File: src/rtl/irqc_pkg.sv
package irqc_pkg;
  localparam int ID_W    = 10;
  localparam int ID_NONE = 1023;

  // Byte offsets, global bank
  localparam int OFS_CTRL   = 'h00;
  localparam int OFS_EN_SET = 'h30;
  localparam int OFS_EN_CLR = 'h34;
  // Byte offsets, processor bank
  localparam int OFS_ACK    = 'h44;
  localparam int OFS_MK_SET = 'h48;
  localparam int OFS_MK_CLR = 'h4C;

  typedef enum logic {
    BANK_GLOBAL = 1'b0,
    BANK_CPU    = 1'b1
  } bank_e;
endpackage

File: src/rtl/irqc_bitreg.sv
// One bit per source, changed one bit at a time by index strobes.
module irqc_bitreg #(
  parameter int N       = 64,
  parameter int IDX_W   = 6,
  parameter bit RST_VAL = 1'b0
) (
  input  logic             clk,
  input  logic             rst,
  input  logic             set_stb,
  input  logic             clr_stb,
  input  logic [IDX_W-1:0] idx,
  output logic [N-1:0]     bits
);
  logic [N-1:0] bits_nxt;

  always_comb begin
    bits_nxt = bits;
    for (int i = 0; i < N; i++) begin
      if (idx == IDX_W'(i)) begin
        if (set_stb)      bits_nxt[i] = 1'b1;
        else if (clr_stb) bits_nxt[i] = 1'b0;
      end
    end
  end

  always_ff @(posedge clk) begin
    if (rst) bits <= {N{RST_VAL}};
    else     bits <= bits_nxt;
  end
endmodule

File: src/rtl/irqc_pick.sv
// Lowest-numbered set bit wins; ID_NONE when the vector is empty.
module irqc_pick
  import irqc_pkg::*;
#(
  parameter int N = 64
) (
  input  logic [N-1:0]    vec,
  output logic            hit,
  output logic [ID_W-1:0] id
);
  always_comb begin
    hit = 1'b0;
    id  = ID_W'(ID_NONE);
    for (int i = N - 1; i >= 0; i--) begin
      if (vec[i]) begin
        hit = 1'b1;
        id  = ID_W'(i);
      end
    end
  end
endmodule

File: src/rtl/lvl_irq_ctrl.sv
module lvl_irq_ctrl
  import irqc_pkg::*;
#(
  parameter int NUM_SRC = 64,
  parameter int ADDR_W  = 8
) (
  input  logic               clk,
  input  logic               rst,
  input  logic               bus_en,
  input  logic               bus_we,
  input  logic               bus_bank,
  input  logic [ADDR_W-1:0]  bus_addr,
  input  logic [31:0]        bus_wdata,
  output logic [31:0]        bus_rdata,
  input  logic [NUM_SRC-1:0] irq_src,
  output logic               cpu_irq
);
  localparam int IDX_W = (NUM_SRC > 1) ? $clog2(NUM_SRC) : 1;
  localparam logic [31:0] CTRL_VAL = {20'd0, 10'(NUM_SRC), 2'b00};

  logic wr, rd, in_glb, in_cpu, idx_ok;
  logic en_set, en_clr, mk_set, mk_clr;
  logic [IDX_W-1:0]   idx;
  logic [NUM_SRC-1:0] en_bits, mk_bits, elig;
  logic               any_hit;
  logic [ID_W-1:0]    win_id;
  logic [31:0]        rd_val;

  assign wr     = bus_en & bus_we;
  assign rd     = bus_en & ~bus_we;
  assign in_glb = (bank_e'(bus_bank) == BANK_GLOBAL);
  assign in_cpu = (bank_e'(bus_bank) == BANK_CPU);
  assign idx_ok = (bus_wdata < 32'(NUM_SRC));
  assign idx    = bus_wdata[IDX_W-1:0];

  assign en_set = wr & idx_ok & in_glb & (bus_addr == ADDR_W'(OFS_EN_SET));
  assign en_clr = wr & idx_ok & in_glb & (bus_addr == ADDR_W'(OFS_EN_CLR));
  assign mk_set = wr & idx_ok & in_cpu & (bus_addr == ADDR_W'(OFS_MK_SET));
  assign mk_clr = wr & idx_ok & in_cpu & (bus_addr == ADDR_W'(OFS_MK_CLR));

  irqc_bitreg #(.N(NUM_SRC), .IDX_W(IDX_W), .RST_VAL(1'b0)) u_enable (
    .clk(clk), .rst(rst), .set_stb(en_set), .clr_stb(en_clr),
    .idx(idx), .bits(en_bits)
  );

  irqc_bitreg #(.N(NUM_SRC), .IDX_W(IDX_W), .RST_VAL(1'b1)) u_mask (
    .clk(clk), .rst(rst), .set_stb(mk_set), .clr_stb(mk_clr),
    .idx(idx), .bits(mk_bits)
  );

  assign elig = irq_src & en_bits & ~mk_bits;

  irqc_pick #(.N(NUM_SRC)) u_pick (
    .vec(elig), .hit(any_hit), .id(win_id)
  );

  always_comb begin
    rd_val = '0;
    if (in_glb && bus_addr == ADDR_W'(OFS_CTRL))
      rd_val = CTRL_VAL;
    else if (in_cpu && bus_addr == ADDR_W'(OFS_ACK))
      rd_val = {22'd0, win_id};
  end

  always_ff @(posedge clk) begin
    if (rst) begin
      bus_rdata <= '0;
      cpu_irq   <= 1'b0;
    end else begin
      bus_rdata <= rd ? rd_val : 32'd0;
      cpu_irq   <= any_hit;
    end
  end
endmodule

File: config.mk
export PLATFORM = sky130hd
export DESIGN_NAME = lvl_irq_ctrl
export DESIGN_NICKNAME = d
export VERILOG_FILES = /design/src/rtl/irqc_pkg.sv /design/src/rtl/irqc_bitreg.sv /design/src/rtl/irqc_pick.sv /design/src/rtl/lvl_irq_ctrl.sv
export SDC_FILE = /design/constraint.sdc
export NUM_CORES = 1
export LEC_CHECK = 0
export BUFFER_PORTS_ARGS = -buffer_cell sky130_fd_sc_hd__buf_2
export CAP_MARGIN = 20
export CELL_PAD_IN_SITES_DETAIL_PLACEMENT = 1
export CELL_PAD_IN_SITES_GLOBAL_PLACEMENT = 1
export CORE_AREA = 8 8 139 141
export DETAILED_ROUTE_END_ITERATION = 10
export DIE_AREA = 0 0 147 149
export PLACE_DENSITY = 0.87
export SYNTH_ARGS = -nofsm -noshare
export SYNTH_HDL_FRONTEND = slang
export SYNTH_SLANG_ARGS = --single-unit
File: constraint.sdc
create_clock -name clk -period 2.45 [get_ports clk]
set_input_delay 0.1225 -clock clk [delete_from_list [all_inputs] [get_ports clk]]
set_output_delay 0.1225 -clock clk [all_outputs]
set_load 0.03 [all_outputs]
After elaboration in Yosys (flattened, before gate mapping)
Index checks and enable logic that the tools add are counted.

$add $sub $neg: 0. Multiply operators: 0. Div/mod/pow operators: 0. Reductions and logical operators: 143. Order comparisons: 1. Bitwise logic cells: 16. Multiplexer cells: 134. Equal/unequal tests: 68. Shift operators: 0.

Operators by type and width (number): $mux W9 (65); $reduce_and A2 Y1 (128); $eq A6 B6 Y1 const B (32); $and A64 B64 Y64 (2); $eq A6 B5 Y1 const B (16); $mux W1 (68); $reduce_or A67 Y1 (1); $not A64 Y64 (1); $eq A6 B4 Y1 const B (8); $reduce_or A36 Y1 (1); $lt A32 B7 Y1 const B (1); $eq A6 B3 Y1 const B (4); $eq A8 B7 Y1 const B (3); $reduce_or A20 Y1 (1); $eq A8 B6 Y1 const B (2); $eq A6 B2 Y1 const B (2); $reduce_or A12 Y1 (1); $mux W10 (1); $and A1 B1 Y1 (9); $logic_not A8 Y1 (1); $reduce_or A8 Y1 (1); $eq A6 B1 Y1 const B (1); $logic_not A6 Y1 (1); $reduce_or A6 Y1 (1); other kinds (6) (11).

Memory bits (writable): 0. Memories kept: 0. Bits in read-only memories: 0. Word-level logic and storage cells: 500. Bits in latches: 0. Bits in registers: 161.

Logic depth before layout (Yosys ltp)
Word-level depth: 68. Depth in mapped cells: 10.

Modules after synthesis
From an unflattened synthesis, not the netlist that was laid out.

Cells, all modules: 960. Area, all modules: 8094.0 µm².

By module, submodules not included: irqc_bitreg (u_enable) (instances 1, area each 3111.7 µm², cells an instance 304); irqc_bitreg (u_mask) (instances 1, area each 2972.9 µm², cells an instance 305); lvl_irq_ctrl (instances 1, area each 1147.4 µm², cells an instance 203); irqc_pick (instances 1, area each 862.1 µm², cells an instance 148).

Least setup slack after synthesis
No wires, ideal clock.

Path kind: reg2reg. Start point: reg u_mask.bits[17]. End point: reg cpu_irq. Buffers on the path: 0. Library setup time: 0.128 ns. Cell stages (with the launch flop): 8. Arrival time: 2.004 ns. Required time: 2.322 ns. Clock period less this slack: 2.132 ns. Setup slack: 0.318 ns. Cells stage by stage: dfxtp_1 > and3b_1 > and4bb_1 > nand3_2 > or3_1 > or4_4 > nor3_2 > nor2_1.

Word-level cells in the longest chain between the ends: 20.

RTL lines: from (decl) (RTL line irqc_bitreg.sv:12) `output logic [N-1:0] bits`; from (signal assigned) (RTL line irqc_bitreg.sv:27) `if (rst) bits <= {N{RST_VAL}};`; from (signal assigned) (RTL line irqc_bitreg.sv:28) `else bits <= bits_nxt;`; $not A64 Y64 (RTL line lvl_irq_ctrl.sv:51) `assign elig = irq_src & en_bits & ~mk_bits;`; $and A64 B64 Y64 (RTL line lvl_irq_ctrl.sv:51); $mux W1 (18 in a row) (RTL line irqc_pick.sv:15) `if (vec[i]) begin`; to (signal assigned) (RTL line lvl_irq_ctrl.sv:71) `cpu_irq <= any_hit;`; to (decl) (RTL line lvl_irq_ctrl.sv:16) `output logic cpu_irq`.

Every way passes these cells. A chain may end at the register's enable or synchronous reset.

Final worst setup path
Ends and elaborated chain as after synthesis.

==> impl_metrics.env <==
export IMPL_final_setup_viol_count=0
export IMPL_clk_pin_slew_ns=0.06
export IMPL_maxClockFrequency_mhz=430.1
export IMPL_clock_latency_ns=0.43
export IMPL_antenna_diode_count=0
export IMPL_synthMostInstantiatedCell="sky130_fd_sc_hd__dfxtp_1"
export IMPL_final_setup_skew_ns=0.004389
export IMPL_cpMaxStageDelayCell="sky130_fd_sc_hd__or4_4"
export IMPL_synth_ff_type="sky130_fd_sc_hd__dfxtp_1"
export IMPL_status="completed"
export IMPL_first_global_vias=7282
export IMPL_synth_area_leaders="sky130_fd_sc_hd__dfxtp_1, sky130_fd_sc_hd__a21oi_1, sky130_fd_sc_hd__a211oi_1"
export IMPL_vdd_drop_max_uv=497.5
export IMPL_tritoncts_num_sinks=137
export IMPL_grt_start_max_net_pins=70
export IMPL_data_required_time_at_the_worst_endpoint_ns=2.74
export IMPL_hold_path_class="in2reg"
export IMPL_postSynthRegisterBits=137
export IMPL_power_per_cell_area_mw_per_mm2=624.4
export IMPL_setup_worst_path_class="reg2reg"
export IMPL_cts_htree_levels=4
export IMPL_worst_margin_slew_ns=0.7724
export IMPL_cts_tree="done"
export IMPL_post_place_worst_slack_ns=0.1662
export IMPL_synth_yosys_seq_area_share_pct=40.65
export IMPL_gp_routability_congestion=0.9286
export IMPL_via_count=6847
export IMPL_critPathMaxFanout=4
export IMPL_fp_dieH_um=149
export IMPL_synth_top_cell_area_share_pct=40.65
export IMPL_grt_first_pass_wirelength_um=39630
export IMPL_drt_initial_drc_count=498
export IMPL_synth_edf_count=0
export IMPL_max_cap_violations=0
export IMPL_die_area_mm2=0.02190
export IMPL_final_layout_size_suffix_gt1_share_pct=22.42
export IMPL_relSlewSlack_pct=48.50
export IMPL_gr_total_overflow=0
export IMPL_coreArea_mm2=0.01706
export IMPL_unrepaired_setup_endpoints_after_global_routing="no"
export IMPL_final_hold_violation_count=0
export IMPL_final_period_utilization_pct=94.90
export IMPL_synth_largest_area_cell="sky130_fd_sc_hd__dfxtp_1"
export IMPL_hold_worst_slack_ns=0.04155
export IMPL_cts_setup_buffers=0
export IMPL_antenna_found_initial=0
export IMPL_die_width_um=147
export IMPL_crit_path_end_kind="flop"
export IMPL_slowest_delay_ns=0.57
export IMPL_post_layout_nonfiller_instances=1175
export IMPL_timing_critical_path_arrival_ns=2.62
export IMPL_floorplan_initialDensity_pct=39.56
export IMPL_post_cts_resize_count=0
export IMPL_element_type_at_the_critical_path_start="flop"
export IMPL_place_inst=1145
export IMPL_critPathTopFamily="simple AND/OR/NAND/NOR gates"
export IMPL_cts_buffers=17
export IMPL_multi_input_comb_area_mm2=0.003662
export IMPL_total_power_uw=5095
export IMPL_layout_setup_ws_ns=0.1250
export IMPL_global_route_usage_total_pct=23.11
export IMPL_drt_pass1_iterations=5
export IMPL_leakage_uw=0.003156
export IMPL_route_detailed_vias_per_inst=5.827
export IMPL_syn_cell_area_mm2=0.006748
export IMPL_number_of_nets_in_the_layout=1048
export IMPL_r2r_slack_ns=0.13
export IMPL_cts_root_buf="sky130_fd_sc_hd__clkbuf_16"
export IMPL_synthesized_area_divided_by_synthesized_cell_count_um2=8.199
export IMPL_remaining_drc_errors=0
export IMPL_ff_latch_area_mm2=0.002743
export IMPL_finalWorstPathRequiredPeriod_ns=2.325
export IMPL_synth_yosys_warnings=0
export IMPL_netlist_cell_type_count=61
export IMPL_wl_per_cell_um=21.54
export IMPL_cp_cell_sequence="and3b_1 -> and4bb_1 -> nand3_2 -> or3_1 -> or4_4 -> nor3_2 -> nor2_1"
export IMPL_fillerInstances=2079
export IMPL_async_flop_share_pct=0
export IMPL_place_port_buffers=119
export IMPL_cts_hold_fix_buffers=0
export IMPL_setup_total_negative_slack_ns=0
export IMPL_netlist_top_cells_count="sky130_fd_sc_hd__dfxtp_1, sky130_fd_sc_hd__a21oi_1, sky130_fd_sc_hd__nand2_1"
export IMPL_flow_area_growth_from_synthesis_pct=20.92
export IMPL_maxSlewViolCount=0
export IMPL_count_of_mapped_cells_out_of_synthesis=823
export IMPL_clock_tree_buffer_depth=2
export IMPL_pin_count=142
export IMPL_ant_nets=0
export IMPL_dp_hpwl_um=17940
export IMPL_placement_row_count=48
export IMPL_crit_buf_inv=0
export IMPL_drt_wl_total_um=25310
state kept, by name, indices dropped and copies added (netlist names):
signal,flops
bus_rdata,8
cpu_irq,1
u_enable.bits,64
u_mask.bits,64
cells in the final DEF (no fill, tap or decap), types with 3 or more instances in the layout:
cell and instances:
sky130_fd_sc_hd__nand2_1 111, sky130_fd_sc_hd__nor2_1 40, sky130_fd_sc_hd__buf_4 31, sky130_fd_sc_hd__a211oi_1 68, sky130_fd_sc_hd__o21ai_1 6, sky130_fd_sc_hd__nand2b_1 10
sky130_fd_sc_hd__clkbuf_16 17, sky130_fd_sc_hd__nor4_1 7, sky130_fd_sc_hd__or3_1 3, sky130_fd_sc_hd__conb_1 22, sky130_fd_sc_hd__clkinv_2 6, sky130_fd_sc_hd__a21oi_1 121
sky130_fd_sc_hd__buf_2 118, sky130_fd_sc_hd__and2_1 6, sky130_fd_sc_hd__a221o_1 16, sky130_fd_sc_hd__o21ai_2 10, sky130_fd_sc_hd__inv_1 3, sky130_fd_sc_hd__dfxtp_1 137
sky130_fd_sc_hd__buf_12 3, sky130_fd_sc_hd__nor3_4 4, sky130_fd_sc_hd__nor3b_1 3, sky130_fd_sc_hd__nand3b_1 48, sky130_fd_sc_hd__nor2b_1 5, sky130_fd_sc_hd__a31oi_1 3
sky130_fd_sc_hd__clkbuf_8 4, sky130_fd_sc_hd__nor3_1 12, sky130_fd_sc_hd__o21ai_0 51, sky130_fd_sc_hd__nand4_1 10, sky130_fd_sc_hd__nor2_2 4, sky130_fd_sc_hd__a2111oi_0 3
sky130_fd_sc_hd__and3b_1 11, sky130_fd_sc_hd__nand3_1 17
routing by layer:
layer / up-vias / global-route usage (%) / routed length [um]
li1: 3217 / - / -
met1: 3332 / 26.80 / 10540
met2: 236 / 40.32 / 12500
met3: 62 / 4.672 / 1415
met4: 0 / 10.91 / 857
met5: - / 0 / 0
report_power, final:
part           leakage (uW)  total, uW  switching, uW  internal [uW]
logic               0.00176        314            216           97.4
clock network      0.000290       2550            972           1580
registers           0.00111       2230         0.0103           2230
total               0.00316       5090           1190           3910
layout make-up:
cell class	instances	area share (%)
multi-input combinational	628	44.89
clock buffer	21	5.889
tap	225	3.450
timing repair buffer	152	10.83
inverter	3	0.1380
sequential	137	33.61
clock inverter	9	1.196
tightest hold or removal path: stages:
cell	delay, ns
sky130_fd_sc_hd__buf_2	0.09
sky130_fd_sc_hd__nor4_2	0.05
sky130_fd_sc_hd__a31o_1	0.16
logic make-up (layout without fill, tap and decap cells):
logic type             Yosys count  after routing  synth area share, %
buffers and inverters           79            185                6.341
other                            1             22              0.05557
AOI/OAI and AO/OA              295            295                27.26
and+or+nand+nor                311            311                25.70
DFF                            137            137                40.65
through the flow:
stage               utilization (%)  cell area (um2)
floorplan                         -             6827
global placement              44.45             7581
detailed placement            44.45             7581
CTS                           47.84             8159
global route                  47.84             8159
finish                        47.84             8159
path summary, 6_finish.rpt:
kind,startpoint,to,cells after the start
max,u_mask.bits[17]$_SDFFE_PP1P_,cpu_irq$_SDFF_PP0_,7
min,bus_bank,bus_rdata[8]$_SDFF_PP0_,3
min reg2reg,u_mask.bits[31]$_SDFFE_PP1P_,u_mask.bits[31]$_SDFFE_PP1P_,2
max reg2reg,u_mask.bits[17]$_SDFFE_PP1P_,cpu_irq$_SDFF_PP0_,7
Note: power is estimated with default switching activity, not from simulation.
